<file path="config.mk">
export PLATFORM = sky130hd
export DESIGN_NAME = cpu_bus_fabric
export DESIGN_NICKNAME = d
export VERILOG_FILES = /design/src/rtl/bus_fab_pkg.sv /design/src/rtl/bus_addr_decode.sv /design/src/rtl/sprite_page_dma.sv /design/src/rtl/cpu_bus_fabric.sv
export SDC_FILE = /design/constraint.sdc
export NUM_CORES = 1
export LEC_CHECK = 0
export ABC_AREA = 1
export BUFFER_PORTS_ARGS = -buffer_cell sky130_fd_sc_hd__buf_2
export CAP_MARGIN = 20
export CORE_MARGIN = 10
export CORE_UTILIZATION = 52
export DETAILED_ROUTE_END_ITERATION = 7
export GPL_ROUTABILITY_DRIVEN = 0
export GPL_TIMING_DRIVEN = 0
export PLACE_DENSITY = 0.87
export SYNTH_ARGS = -nofsm -noshare
export SYNTH_HDL_FRONTEND = slang
export SYNTH_SLANG_ARGS = --single-unit
</file>
<file path="constraint.sdc">
create_clock -name clk_i -period 5.5 [get_ports clk_i]
set_input_delay 0.55 -clock clk_i [delete_from_list [all_inputs] [get_ports clk_i]]
set_output_delay 0.55 -clock clk_i [all_outputs]
set_load 0.03 [all_outputs]
</file>
<file path="src/rtl/bus_fab_pkg.sv">
package bus_fab_pkg;
  localparam int ADDR_W = 16;
  localparam int DATA_W = 8;

  localparam logic [ADDR_W-1:0] VID_BASE  = 16'h2000;
  localparam logic [ADDR_W-1:0] IO_BASE   = 16'h4000;
  localparam logic [ADDR_W-1:0] SND_LAST  = 16'h4013;
  localparam logic [ADDR_W-1:0] TRIG_ADDR = 16'h4014;
  localparam logic [ADDR_W-1:0] SND_CTRL  = 16'h4015;
  localparam logic [ADDR_W-1:0] PAD0_ADDR = 16'h4016;
  localparam logic [ADDR_W-1:0] PAD1_ADDR = 16'h4017;

  typedef enum logic [3:0] {
    TGT_NONE,
    TGT_RAM,
    TGT_VID,
    TGT_SND,
    TGT_PAD0,
    TGT_PAD1,
    TGT_CART,
    TGT_TRIG,
    TGT_STROBE
  } tgt_e;
endpackage

</file>
<file path="src/rtl/bus_addr_decode.sv">
module bus_addr_decode
  import bus_fab_pkg::*;
(
  input  logic [ADDR_W-1:0] addr_i,
  input  logic              rd_i,
  input  logic              wr_i,
  output tgt_e              tgt_o
);
  always_comb begin
    tgt_o = TGT_NONE;
    if (rd_i || wr_i) begin
      if (addr_i < VID_BASE)       tgt_o = TGT_RAM;
      else if (addr_i < IO_BASE)   tgt_o = TGT_VID;
      else if (addr_i <= SND_LAST) tgt_o = TGT_SND;
      else begin
        unique case (addr_i)
          TRIG_ADDR: tgt_o = wr_i ? TGT_TRIG   : TGT_NONE;
          SND_CTRL:  tgt_o = TGT_SND;
          PAD0_ADDR: tgt_o = wr_i ? TGT_STROBE : TGT_PAD0;
          PAD1_ADDR: tgt_o = wr_i ? TGT_SND    : TGT_PAD1;
          default:   tgt_o = TGT_CART;
        endcase
      end
    end
  end
endmodule

</file>
<file path="src/rtl/sprite_page_dma.sv">
module sprite_page_dma
  import bus_fab_pkg::*;
#(
  parameter int XFER_LEN = 256,
  parameter int SPR_REG  = 4
) (
  input  logic              clk_i,
  input  logic              rst_ni,
  input  logic              start_i,
  input  logic [DATA_W-1:0] page_i,
  input  logic [DATA_W-1:0] rdata_i,
  output logic              busy_o,
  output logic              done_o,
  output logic [ADDR_W-1:0] addr_o,
  output logic              rd_o,
  output logic              wr_o,
  output logic [DATA_W-1:0] wdata_o
);
  localparam int IDX_W = $clog2(XFER_LEN);
  localparam logic [IDX_W-1:0] IDX_LAST = IDX_W'(XFER_LEN - 1);
  localparam logic [ADDR_W-1:0] SPR_ADDR = VID_BASE + ADDR_W'(SPR_REG);

  logic              wr_phase_q;
  logic [IDX_W-1:0]  idx_q;
  logic [DATA_W-1:0] page_q, byte_q;

  always_ff @(posedge clk_i or negedge rst_ni) begin
    if (!rst_ni) begin
      busy_o     <= 1'b0;
      done_o     <= 1'b0;
      wr_phase_q <= 1'b0;
      idx_q      <= '0;
      page_q     <= '0;
      byte_q     <= '0;
    end else begin
      done_o <= 1'b0;
      if (!busy_o) begin
        if (start_i) begin
          busy_o     <= 1'b1;
          page_q     <= page_i;
          idx_q      <= '0;
          wr_phase_q <= 1'b0;
        end
      end else if (!wr_phase_q) begin
        byte_q     <= rdata_i;
        wr_phase_q <= 1'b1;
      end else begin
        wr_phase_q <= 1'b0;
        idx_q      <= idx_q + 1'b1;
        if (idx_q == IDX_LAST) begin
          busy_o <= 1'b0;
          done_o <= 1'b1;
        end
      end
    end
  end

  assign addr_o  = wr_phase_q ? SPR_ADDR
                              : ({page_q, {DATA_W{1'b0}}} + ADDR_W'(idx_q));
  assign rd_o    = busy_o && !wr_phase_q;
  assign wr_o    = busy_o && wr_phase_q;
  assign wdata_o = byte_q;

  // every copier read is followed by its write
  a_r8_read_then_write: assert property (@(posedge clk_i) disable iff (!rst_ni)
    rd_o |=> wr_o);
  // done only on the cycle after the copier lets go
  a_r9_done_after_busy: assert property (@(posedge clk_i) disable iff (!rst_ni)
    done_o |-> (!busy_o && $past(busy_o)));
endmodule

</file>
<file path="src/rtl/cpu_bus_fabric.sv">
module cpu_bus_fabric
  import bus_fab_pkg::*;
#(
  parameter int XFER_LEN = 256,
  parameter int SPR_REG  = 4,
  parameter int RAM_AW   = 11,
  parameter int VID_AW   = 3,
  parameter int SND_AW   = 5
) (
  input  logic              clk_i,
  input  logic              rst_ni,
  input  logic [15:0]       cpu_addr_i,
  input  logic [7:0]        cpu_wdata_i,
  input  logic              cpu_rd_i,
  input  logic              cpu_wr_i,
  output logic [7:0]        cpu_rdata_o,
  output logic              cpu_stall_o,
  output logic              dma_done_o,
  output logic [7:0]        bus_wdata_o,
  output logic              ram_sel_o,
  output logic              ram_we_o,
  output logic [RAM_AW-1:0] ram_addr_o,
  input  logic [7:0]        ram_rdata_i,
  output logic              vid_sel_o,
  output logic              vid_we_o,
  output logic [VID_AW-1:0] vid_reg_o,
  input  logic [7:0]        vid_rdata_i,
  output logic              snd_sel_o,
  output logic              snd_we_o,
  output logic [SND_AW-1:0] snd_addr_o,
  input  logic [7:0]        snd_rdata_i,
  output logic              pad0_rd_o,
  input  logic [7:0]        pad0_data_i,
  output logic              pad1_rd_o,
  input  logic [7:0]        pad1_data_i,
  output logic              pad_strobe_o,
  output logic              cart_sel_o,
  output logic              cart_we_o,
  output logic [15:0]       cart_addr_o,
  input  logic [7:0]        cart_rdata_i
);
  logic [ADDR_W-1:0] dma_addr, bus_addr;
  logic [DATA_W-1:0] dma_wdata, bus_rdata;
  logic              dma_rd, dma_wr, dma_busy, bus_rd, bus_wr;
  tgt_e              tgt;

  // copier owns the bus while busy; CPU strobes are dropped
  assign bus_addr    = dma_busy ? dma_addr  : cpu_addr_i;
  assign bus_rd      = dma_busy ? dma_rd    : cpu_rd_i;
  assign bus_wr      = dma_busy ? dma_wr    : cpu_wr_i;
  assign bus_wdata_o = dma_busy ? dma_wdata : cpu_wdata_i;

  bus_addr_decode u_dec (
    .addr_i (bus_addr),
    .rd_i   (bus_rd),
    .wr_i   (bus_wr),
    .tgt_o  (tgt)
  );

  assign ram_sel_o   = (tgt == TGT_RAM);
  assign ram_we_o    = ram_sel_o && bus_wr;
  assign ram_addr_o  = bus_addr[RAM_AW-1:0];
  assign vid_sel_o   = (tgt == TGT_VID);
  assign vid_we_o    = vid_sel_o && bus_wr;
  assign vid_reg_o   = bus_addr[VID_AW-1:0];
  assign snd_sel_o   = (tgt == TGT_SND);
  assign snd_we_o    = snd_sel_o && bus_wr;
  assign snd_addr_o  = bus_addr[SND_AW-1:0];
  assign pad0_rd_o   = (tgt == TGT_PAD0);
  assign pad1_rd_o   = (tgt == TGT_PAD1);
  assign cart_sel_o  = (tgt == TGT_CART);
  assign cart_we_o   = cart_sel_o && bus_wr;
  assign cart_addr_o = bus_addr;

  always_comb begin
    unique case (tgt)
      TGT_RAM:  bus_rdata = ram_rdata_i;
      TGT_VID:  bus_rdata = vid_rdata_i;
      TGT_SND:  bus_rdata = snd_rdata_i;
      TGT_PAD0: bus_rdata = pad0_data_i;
      TGT_PAD1: bus_rdata = pad1_data_i;
      TGT_CART: bus_rdata = cart_rdata_i;
      default:  bus_rdata = '0;
    endcase
  end

  assign cpu_rdata_o = dma_busy ? '0 : bus_rdata;
  assign cpu_stall_o = dma_busy;

  always_ff @(posedge clk_i or negedge rst_ni) begin
    if (!rst_ni)                pad_strobe_o <= 1'b0;
    else if (tgt == TGT_STROBE) pad_strobe_o <= bus_wdata_o[0];
  end

  sprite_page_dma #(
    .XFER_LEN (XFER_LEN),
    .SPR_REG  (SPR_REG)
  ) u_dma (
    .clk_i   (clk_i),
    .rst_ni  (rst_ni),
    .start_i (tgt == TGT_TRIG),
    .page_i  (cpu_wdata_i),
    .rdata_i (bus_rdata),
    .busy_o  (dma_busy),
    .done_o  (dma_done_o),
    .addr_o  (dma_addr),
    .rd_o    (dma_rd),
    .wr_o    (dma_wr),
    .wdata_o (dma_wdata)
  );

  // trigger write stalls the CPU from the next cycle
  a_r8_stall_on_trigger: assert property (@(posedge clk_i) disable iff (!rst_ni)
    (!cpu_stall_o && cpu_wr_i && cpu_addr_i == TRIG_ADDR) |=> cpu_stall_o);
  // the copier never writes RAM, so no RAM write while stalled
  a_r10_no_ram_write_stalled: assert property (@(posedge clk_i) disable iff (!rst_ni)
    cpu_stall_o |-> !ram_we_o);
  // the trigger address reads as zero
  a_r7_unmapped_zero: assert property (@(posedge clk_i) disable iff (!rst_ni)
    (!cpu_stall_o && cpu_rd_i && !cpu_wr_i && cpu_addr_i == TRIG_ADDR)
      |-> (cpu_rdata_o == 8'h00 && !ram_sel_o && !vid_sel_o && !snd_sel_o && !cart_sel_o));
  // strobe level only moves after a strobe write
  a_r5_strobe_hold: assert property (@(posedge clk_i) disable iff (!rst_ni)
    !(cpu_wr_i && !cpu_stall_o && cpu_addr_i == PAD0_ADDR) |=> $stable(pad_strobe_o));
endmodule

</file>
Yosys cells after proc, flatten, opt, wreduce, memory -nomap -nowiden. Cells that the tools add are included.

Equal/unequal tests: 14. $lt $le $gt $ge: 3. Mux-type cells: 28. Div/mod/pow operators: 0. Shifts and indexed selects: 0. Reductions and logical operators: 12. Add/sub/neg operators: 2. Bitwise logic cells: 2. $mul: 0.

Operators with widths (number): $eq 16x15->1 const B (4); $pmux 8 s6 (1); $mux 8 (5); $mux 16 (2); $mux 4 (5); $add 16x8->16 (1); $eq 4x3->1 const B (4); $le 16x15->1 const B (1); $lt 16x14->1 const B (1); $lt 16x15->1 const B (1); $pmux 4 s4 (1); $mux 1 (12); $add 8x1->8 const B (1); $eq 4x2->1 const B (2); $eq 8x8->1 const B (1); $logic_and 1x1->1 (6); $mux 3 (2); $reduce_and 2->1 (3); $eq 4x1->1 const B (1); $eq 4x4->1 const B (1); $ne 2x2->1 const B (1); $not 1->1 (2); $reduce_bool 2->1 (1); $logic_not 1->1 (1); $logic_or 1x1->1 (1).

Output and inout bits: 64. Logic and storage cells: 68. Input port bits: 76. Bits in writable memories: 0. Register bits: 28. Bits in read-only memories: 0. Memories: 0. Bits in latches: 0.

Depth between registers and ports, before layout. Gate-level depths: netlist of the first run.

Depth after elaboration: 12. Mapped depth: 22. Gate-level depth less buffers: 20.

Cells and area by module. From an unflattened synthesis of the first run, not the netlist that was laid out.

Cells, all modules: 414. Area, all modules: 2790.2 um^2.

By module, submodules not included: sprite_page_dma (cells each 156, times used 1, seq. area each 675.6 um^2, area each 1303.8 um^2); cpu_bus_fabric (cells each 196, times used 1, seq. area each 25.0 um^2, area each 1172.4 um^2); bus_addr_decode (cells each 62, times used 1, seq. area each 0.0 um^2, area each 314.1 um^2).

Least setup slack after synthesis of the first run. Ideal clock, no wire load.

Kind: flip-flop to output port. Start point: reg u_dma.busy_o. End point: out cpu_rdata_o[1]. Data required time: 4950 ps. Arrival: 2919 ps. Setup slack: 2031 ps. Buffers on the path: 3. Cell stages (with the launch flop): 19. Cell sequence: dfrtp_1 -> buf_6 -> buf_12 -> nand3_2 -> nand2_1 -> nor2_2 -> nand2_4 -> nor2_4 -> nand3_4 -> nand2_1 -> nor2_1 -> nand2_4 -> nand2_8 -> nor2_8 -> buf_8 -> nand3_2 -> nand3_2 -> nor2_2 -> a21oi_1.

Elaborated cells between the ends (all ways): 29. Those cells by class: 3 x order compare; 10 x eq/ne; 13 x mux; 3 x reduce/logical.

RTL lines: start: declaration (line sprite_page_dma.sv:12) `output logic busy_o,`; start signal: assignment (line sprite_page_dma.sv:29) `busy_o <= 1'b0;`; start signal: assignment (line sprite_page_dma.sv:39) `busy_o <= 1'b1;`; start signal: assignment (line sprite_page_dma.sv:51) `busy_o <= 1'b0;`; $mux 16 * (line cpu_bus_fabric.sv:48) `assign bus_addr = dma_busy ? dma_addr : cpu_addr_i;`; named net cart_addr_o[6] (line cpu_bus_fabric.sv:39) `output logic [15:0] cart_addr_o,`; parallel branches: the longest is 4 deep, another holds $le 16x15->1; $mux 4 * (line bus_addr_decode.sv:12) `if (addr_i < VID_BASE) tgt_o = TGT_RAM;`; $mux 4 * (line bus_addr_decode.sv:11) `if (rd_i || wr_i) begin`; $eq 4x3->1, or another cell as far along (line cpu_bus_fabric.sv:76) `unique case (tgt)`; $pmux 8 s6 * (line cpu_bus_fabric.sv:76); $mux 8 * (line cpu_bus_fabric.sv:87) `assign cpu_rdata_o = dma_busy ? '0 : bus_rdata;`; end: declaration (line cpu_bus_fabric.sv:16) `output logic [7:0] cpu_rdata_o,`.

Mark *: on every way through the listed nets, which the timed path passes.

Worst setup path after layout of the first run.
Start point: reg u_dma.wr_phase_q. End point: out cpu_rdata_o[7].

Word-level cells in the longest chain between the ends: 11. Elaborated cells between the ends (all ways): 31. Those cells by class: 3 x order compare; 10 x eq/ne; 14 x mux; 4 x reduce/logical.

Ends and longest elaborated chain: start: declaration (line sprite_page_dma.sv:23) `logic wr_phase_q;`; start signal: assignment (line sprite_page_dma.sv:31) `wr_phase_q <= 1'b0;`; start signal: assignment (line sprite_page_dma.sv:42) `wr_phase_q <= 1'b0;`; start signal: assignment (line sprite_page_dma.sv:46) `wr_phase_q <= 1'b1;`; parallel branches: the longest is 7 deep, another holds $le 16x15->1; $mux 4 * (line bus_addr_decode.sv:11); $eq 4x3->1, or another cell as far along (line cpu_bus_fabric.sv:76); $pmux 8 s6 * (line cpu_bus_fabric.sv:76); $mux 8 * (line cpu_bus_fabric.sv:87).

Mark *: on every way between the ends.

==> out/metrics.csv, run 1 <==
metric,value,unit
Core Region,5850,sq um
vias in the first global route,3432,
number of buffers created by CTS,3,
Mapped Avg Cell Area,6.48,sq um
delay of the slowest critical-path stage,390,ps
Final Instance Area,3940,sq um
max-cap viol count,0,
Switch Pwr,0.225,mW
fraction of layout cells with a size suffix above 1,41.6,%
clk_skew,2.72,ps
area grow syn2layout,27.3,%
Total Die Area,9430,sq um
synthesis warning total,0,
area share of xor/xnor cells in the synthesized design,0.567,%
Combinational Power Share,42.6,%
Post-CTS Setup Bufs,0,
syn nets,554,
Detail Route Antenna Nets,0,
detailed-route vias per instance,5.00,
worst path cell trace,buf_6 -> inv_6 -> buf_6 -> nand3_2 -> nand2_2 -> nand2_1 -> inv_2 -> nand2_1 -> nor2_2 -> nand3_1 -> nand2_1 -> nor2_1 -> nand2_4 -> nand2_8 -> nor2_8 -> buf_8 -> nand3_2 -> nand3_2 -> nor2_2 -> a21oi_1 -> buf_2,
total power draw,0.583,mW
final wirelength,9630,microns
initial core utilization,52.8,%
Pleak,2.31,nW
total global-route track usage,19.4,%
slowest CP cell,dfrtp_1,
Post-Synth Simple-Gate Area,54.4,%
Synth Area in Adders,0.405,%
final hold vios,0,
total grt overflow,0,
maximum clock rate,276,MHz
Synth Area in Compound Gates,5.75,%
Mapped Cells,477,
Synth Register Bits,28,
# diodes,0,
share of async-settable or async-resettable flops after synthesis,100,%
Pint,0.358,mW
Tcrit/Tclk final,65.8,%
Worst-path clk slew,90,ps
port buffer count,139,
Crit. End Element,output pin,
worst IR drop on VDD,0.158,mV
cell area after synthesis,3090,sq um
slew margin rel.,58.9,%
power share of the sequential group,36.1,%
Die Wd,97.1,microns
hold_buf cts,0,
run status,completed,
WL per Instance,13.9,microns
Post-DP Area,3880,sq um
largest family of logic cells by synthesized area,simple AND/OR/NAND/NOR gates,
H-tree depth,1,
minimum clock period,3620,ps
DP Cell Count,691,
1st-iter DRT viols,203,
post-synthesis sequential area ratio,22.7,%
Row Count,28,
Final HPWL DP,8160,microns
clk_lat worst skew,270,ps
top-count cell post-synth,nand2_1,
WP data arrival,3070,ps
Die Y,97.1,microns
Final WS setup,1880,ps
DRC errors left,0,
Unique masters post-synth,36,
initial antenna violation count,0,
CTS sink cnt,28,
number of synthesized flops with an enable pin,0,
"Setup violations, final",0,
most frequent cells after synthesis,"nand2_1 (147), inv_1 (53), nor2_1 (49), nand3_1 (32), dfrtp_1 (28)",
"Req. time, crit path",4950,ps
Placement Setup Slack,2220,ps
largest net degree at the start of global routing,29,
CTS tree,yes,
class of the worst hold path,input pin to async pin,
IO Pins,140,
global-route wire length before repair,16000,microns
CTS root buf,clkbuf_8,
drt pass-1 iters,4,
CTS resizes,0,
multiplexer share of the synthesized area,0,%
utilization after layout,67.3,%
Setup TNS,0,ps
ys flop type,dfrtp_1,
maximum root-to-sink buffer count,2,
Worst Max-Slew Pin Slew,616,ps
Clock power frac,21.2,%
Net Sw Frac,38.6,%
Yosys top cell by area,dfrtp_1,
P per Cell Area,148,nW/um^2
Final #Nets,698,
Fin Hold WS,283,ps
CP max FO,10,
Yosys top cell area share,22.7,%
main area contributors after synthesis,"dfrtp_1 (23%), nand2_1 (18%), nand3_2 (8.7%), inv_1 (6.4%), nor2_1 (5.9%)",
RSZ-0062 raised after global routing,no,
kind of critical path,flip-flop to output pin,
post-route insts no fill,695,
Max Slew Vio Count,0,
total number of vias,3478,
CP Launch Type,flip-flop,
## flip-flops by register name (all words and copies together), names as in the netlist
| signal | cells |
|---|---|
| u_dma.idx_q | 8 |
| u_dma.page_q | 8 |
| u_dma.wdata_o | 8 |
| pad_strobe_o | 1 |
| u_dma.busy_o | 1 |
| u_dma.done_o | 1 |
| u_dma.wr_phase_q | 1 |
## path summary, 6_finish.rpt
| path | cells after the start | from | endpoint | slack [ps] |
|---|---|---|---|---|
| worst min register to register | 2 | pad_strobe_o$_DFFE_PN0N_ | pad_strobe_o$_DFFE_PN0N_ | 480 |
| worst min-delay path | 1 | rst_ni | u_dma.idx_q[4]$_DFFE_PN0P_ | 280 |
| worst max register to register | 20 | u_dma.wr_phase_q$_DFFE_PN0P_ | u_dma.wdata_o[7]$_DFFE_PN0P_ | 2790 |
| min in group clk_i | 2 | pad_strobe_o$_DFFE_PN0N_ | pad_strobe_o$_DFFE_PN0N_ | 480 |
| max in group asynchronous | 1 | rst_ni | u_dma.page_q[5]$_DFFE_PN0P_ | 4810 |
| worst max-delay path | 21 | u_dma.wr_phase_q$_DFFE_PN0P_ | cpu_rdata_o[7] | 1880 |
## cells in the final DEF, fill, tap and decap left out, types with 2 or more instances in the layout
cell / synthesis / final
a21oi_1: 14 / 14
nand3_4: 3 / 3
nand2_1: 147 / 147
inv_1: 53 / 53
o22ai_1: 2 / 2
buf_8: 2 / 2
inv_2: 5 / 5
dfrtp_1: 28 / 28
nand2_2: 20 / 20
nor3_1: 15 / 15
o21ai_1: 4 / 4
o211ai_1: 2 / 2
buf_2: 0 / 139
buf_4: 20 / 20
nor2_1: 49 / 49
nand3_1: 32 / 32
nand2_4: 2 / 2
nor2_2: 15 / 15
buf_6: 5 / 5
nand3_2: 27 / 27
nor2_4: 6 / 6
o21ai_0: 7 / 7
clkbuf_1: 3 / 3
or2_2: 3 / 3
clkbuf_8: 0 / 4
## power by group through the flow
stage	Combinational [mW]	Clock [mW]	Sequential (mW)
2_1_floorplan	0.167	0	0.214
3_3_place_gp	0.243	0	0.214
3_5_place_dp	0.248	0	0.215
4_1_cts	0.249	0.125	0.211
5_1_grt	0.268	0.134	0.211
6_report	0.248	0.124	0.211
## logic make-up after synthesis
family,Yosys count
buffers and inverters,92
adders and majority gates,1
AOI/OAI and AO/OA,31
DFF,28
and+or+nand+nor,323
xor gates and xnor gates,2
## layer usage
metal / wire [microns] / global-route usage (%)
met5: 0 / 0
met3: 552 / 2.42
met2: 5060 / 35.4
met4: 272 / 6.70
met1: 3750 / 22.5
## critical path: cells and delay by family, from the launching register on
family,cells,cell delay [ps]
AOI/OAI and AO/OA,1,120
buffers and inverters,6,850
DFF,1,390
and+or+nand+nor,14,1450
## area by class of cell
type | instances | area, sq um
Tap cell | 75 | 93.8
Fill cell | 515 | 1910
Clock buffer | 4 | 55.1
Buffer | 32 | 272
Multi-Input combinational cell | 357 | 1890
Sequential cell | 28 | 701
Timing Repair Buffer | 139 | 696
Inverter | 60 | 231
Note: power is estimated with default switching activity, not from simulation.
==> run 2: changes to the inputs <==
--- a/config.mk
+++ b/config.mk
@@ -5,15 +5,15 @@
 export SDC_FILE = /design/constraint.sdc
 export NUM_CORES = 1
 export LEC_CHECK = 0
-export ABC_AREA = 1
+export ABC_AREA = 0
 export BUFFER_PORTS_ARGS = -buffer_cell sky130_fd_sc_hd__buf_2
 export CAP_MARGIN = 20
 export CORE_MARGIN = 10
-export CORE_UTILIZATION = 52
+export CORE_UTILIZATION = 46
 export DETAILED_ROUTE_END_ITERATION = 7
 export GPL_ROUTABILITY_DRIVEN = 0
 export GPL_TIMING_DRIVEN = 0
-export PLACE_DENSITY = 0.87
+export PLACE_DENSITY = 0.81
 export SYNTH_ARGS = -nofsm -noshare
 export SYNTH_HDL_FRONTEND = slang
 export SYNTH_SLANG_ARGS = --single-unit
==> constraint.sdc (replaced) <==
create_clock -name clk_i -period 3.5 [get_ports clk_i]
set_input_delay 0.35 -clock clk_i [delete_from_list [all_inputs] [get_ports clk_i]]
set_output_delay 0.35 -clock clk_i [all_outputs]
set_load 0.03 [all_outputs]
==> run 2 against run 1 <==
  * Register-to-register slack worse by 2000 ps
  * Synthesized area shrank 14%
  * Non-clock buffer count grew 11
  * Sequential share of layout area is 1.4 points higher
  * Combinational power up 55%
  * Routed wire length fell by 1.4%
  * Power grew 66%
  * Global-route usage grew 0.63 points
  * Critical path depth decreased by 9
  * Critical endpoint is now cpu_rdata_o[2]
  * Largest cell class unchanged
  * Highest routed layer unchanged
==> out/metrics.csv, run 2 <==
metric,value,unit,change
post-synthesis sequential area ratio,26.2,%,+3.5 points
Mapped Avg Cell Area,8.74,sq um,+35%
FILL cells,483,,-6.2%
"commonest non-fill, non-tap cell in the layout",buf_2,,
Detail Route Antenna Nets,0,,unchanged
busiest grt layer,met2,,
ys flop type,dfrtp_1,,
Setup TNS,0,ps,unchanged
Worst-path clk slew,90,ps,about the same
Reg area,703,sq um,+0.36%
Synth Register Bits,28,,unchanged
global-route wire length before repair,15100,microns,-5.8%
met2 usage,34.6,%,-0.86 points
Net Sw Frac,34.9,%,-3.7 points
delay of the slowest critical-path stage,470,ps,+80 ps
class of the worst hold path,input pin to async pin,,
final hold vios,0,,unchanged
Unique masters post-synth,63,,+75%
most frequent cells after synthesis,"nor2_1 (31), dfrtp_1 (28), buf_4 (19), a31oi_1 (18)",,
CTS tree,yes,,
maximum clock rate,297,MHz,
Worst Max-Slew Pin Slew,767,ps,+151 ps
Final WS setup,137,ps,-1750 ps
Total Die Area,9260,sq um,-1.8%
CTS sink cnt,28,,unchanged
Clock power frac,26.5,%,+5.3 points
Max Slew Vio Count,0,,unchanged
fraction of layout cells with a size suffix above 1,52.6,%,+11 points
CP Launch Type,flip-flop,,
crit-path leading delay family,compound AO/OA/AOI/OAI gates,,
RSZ-0062 raised after global routing,yes,,
grt met3 use,8.40,%,+6.0 points
DRC errors left,0,,unchanged
total grt overflow,0,,unchanged
syn nets,383,,-31%
P per Cell Area,264,nW/um^2,+79%
H-tree depth,1,,unchanged
Fin Hold WS,69.1,ps,-214 ps
Placement Setup Slack,263,ps,-1950 ps
initial antenna violation count,0,,unchanged
Tcrit/Tclk final,96.1,%,
Row Count,27,,-3.6%
Mapped Cells,306,,-36%
number of buffers created by CTS,3,,unchanged
worst IR drop on VDD,0.210,mV,+33%
clk_skew,5.15,ps,+2.43 ps
Yosys top cell area share,26.2,%,+3.5 points
minimum clock period,3360,ps,
Final HPWL DP,7780,microns,-4.6%
top-count cell post-synth,nor2_1,,
"commonest non-fill, non-tap cells in the layout","buf_2 (143), nor2_1 (31), dfrtp_1 (26)",,
Pint,0.631,mW,+76%
cell area after synthesis,2670,sq um,-14%
# diodes,0,,unchanged
Crit. End Element,output pin,,
detailed-route vias per instance,5.68,,+13%
vias in the first global route,3033,,-12%
Final #Nets,532,,-24%
number of synthesized flops with an enable pin,0,,unchanged
"Setup violations, final",0,,unchanged
WP data arrival,3010,ps,-60 ps
drt pass-1 iters,4,,unchanged
share of async-settable or async-resettable flops after synthesis,100,%,unchanged
multi-input logic area,1730,sq um,-8.5%
IO Pins,140,,unchanged
port buffer count,139,,unchanged
hold_buf cts,0,,unchanged
Die Y,96.2,microns,-0.89%
CP max FO,10,,unchanged
slowest CP cell,dfrtp_2,,
maximum root-to-sink buffer count,2,,unchanged
worst path bufs/invs,4,,-2
Die Wd,96.2,microns,-0.89%
worst path cell trace,buf_6 -> nor4_4 -> a22oi_2 -> nor3_4 -> a21oi_4 -> or2_1 -> buf_6 -> buf_8 -> a32o_1 -> a22oi_2 -> a21oi_2 -> buf_2,,
crit path from,u_dma.busy_o$_DFF_PN0_,,
Combinational Power Share,39.7,%,-2.9 points
total global-route track usage,20.0,%,+0.63 points
total number of vias,2986,,-14%
run status,completed,,
max-cap viol count,0,,unchanged
1st-iter DRT viols,181,,-11%
area grow syn2layout,37.2,%,
Core Region,5570,sq um,-4.7%
Pleak,1.71,nW,-26%
synthesis warning total,0,,unchanged
M1 GR Usage,23.1,%,+0.62 points
Switch Pwr,0.339,mW,+51%
WL per Instance,18.1,microns,+30%
power share of the sequential group,33.8,%,-2.3 points
largest net degree at the start of global routing,29,,unchanged
CTS root buf,clkbuf_8,,
main area contributors after synthesis,"dfrtp_1 (26%), mux2_2 (7.2%), buf_4 (5.3%), a22o_1 (5.2%), nor2_1 (4.4%)",,
final wirelength,9500,microns,-1.4%
Yosys top cell by area,dfrtp_1,,
"Req. time, crit path",3150,ps,-1800 ps
slew margin rel.,48.8,%,-10 points
initial core utilization,48.0,%,-4.9 points
utilization after layout,65.8,%,-1.5 points
r2r startpoint,u_dma.busy_o$_DFF_PN0_,,
kind of critical path,flip-flop to output pin,,
clk_lat worst skew,280,ps,about the same
## run 2: changes by cell type in the layout (fill, tap and decap cells not counted), sizes merged, moves of 6 or more
cell   change
nor2      -38
inv       -45
a22o      +16
a31oi     +18
nand3     -61
a22oi     +17
nand2    -153
nor3       -9
nor2b      +6
o21ai      +6
a32o       +8
mux2      +17
buf        +7
## run 2: path summary, 6_finish.rpt
check	to	slack, ps	cells past startpoint
worst min-delay path	u_dma.idx_q[2]$_DFFE_PN0P_	70	1
min in group clk_i	u_dma.page_q[2]$_DFFE_PN0P_	310	2
worst max-delay path	cpu_rdata_o[2]	140	12
worst min register to register	pad_strobe_o$_DFFE_PN0N_	510	1
worst max register to register	u_dma.wdata_o[2]$_DFFE_PN0P_	800	11
max in group asynchronous	u_dma.wr_phase_q$_DFFE_PN0P_	3000	1
## run 2: layer usage
layer	vias to the layer above	wire [microns]
met2	145	4800
li1	1438	-
met1	1395	3640
met5	-	0
met3	8	996
met4	0	66
## run 2: cell families (layout without fill, tap and decap cells)
group                      Yosys count  count (layout)  synth area share, %
muxes                               17              17                 7.16
buffers and inverters               52             200                 11.7
and+or+nand+nor                     92              92                 20.1
AOI/OAI and AO/OA                  116             116                 34.3
DFF                                 28              28                 26.2
adders and majority gates            1               1                0.468
## run 2: repair_timing
action,4_1_cts,5_1_grt
pin swaps,1,6
setup buffers,1,4
resized for setup,2,10
endpoints found under the setup margin,8,12
## run 2: layout make-up
class / instances / area share, %
multi-input cells: 226 / 47.1
repair buffers: 144 / 20.7
flip-flops and latches: 28 / 19.2
plain buffers: 38 / 7.20
well taps: 72 / 2.46
inverters: 14 / 1.43
clock buffers: 3 / 1.13
clock inverters: 1 / 0.819
## run 2: worst reg2reg max path, cell delays in order (launching register included)
cell and delay (ps):
dfrtp_2 470, buf_6 170, nor4_4 280, a22oi_2 110
nor3_4 260, a21oi_4 140, or2_1 260, buf_6 140
buf_8 130, a32o_1 270, a22oi_2 210, a31oi_1 130
## run 2: power groups by stage
stage	sequential (mW)	clock (mW)	combinational, mW
3_5_place_dp	0.334	0	0.371
2_1_floorplan	0.333	0	0.247
6_report	0.328	0.257	0.385
5_1_grt	0.328	0.273	0.413
3_3_place_gp	0.334	0	0.368
4_1_cts	0.328	0.258	0.379
## run 2: through the flow
stage               power (mW)  area (sq um)  cells
global route              1.01          3670    526
finish                   0.970          3670    526
floorplan                0.580          2710    306
global placement         0.702          3500    517
CTS                      0.965          3600    522
detailed placement       0.705          3500    517
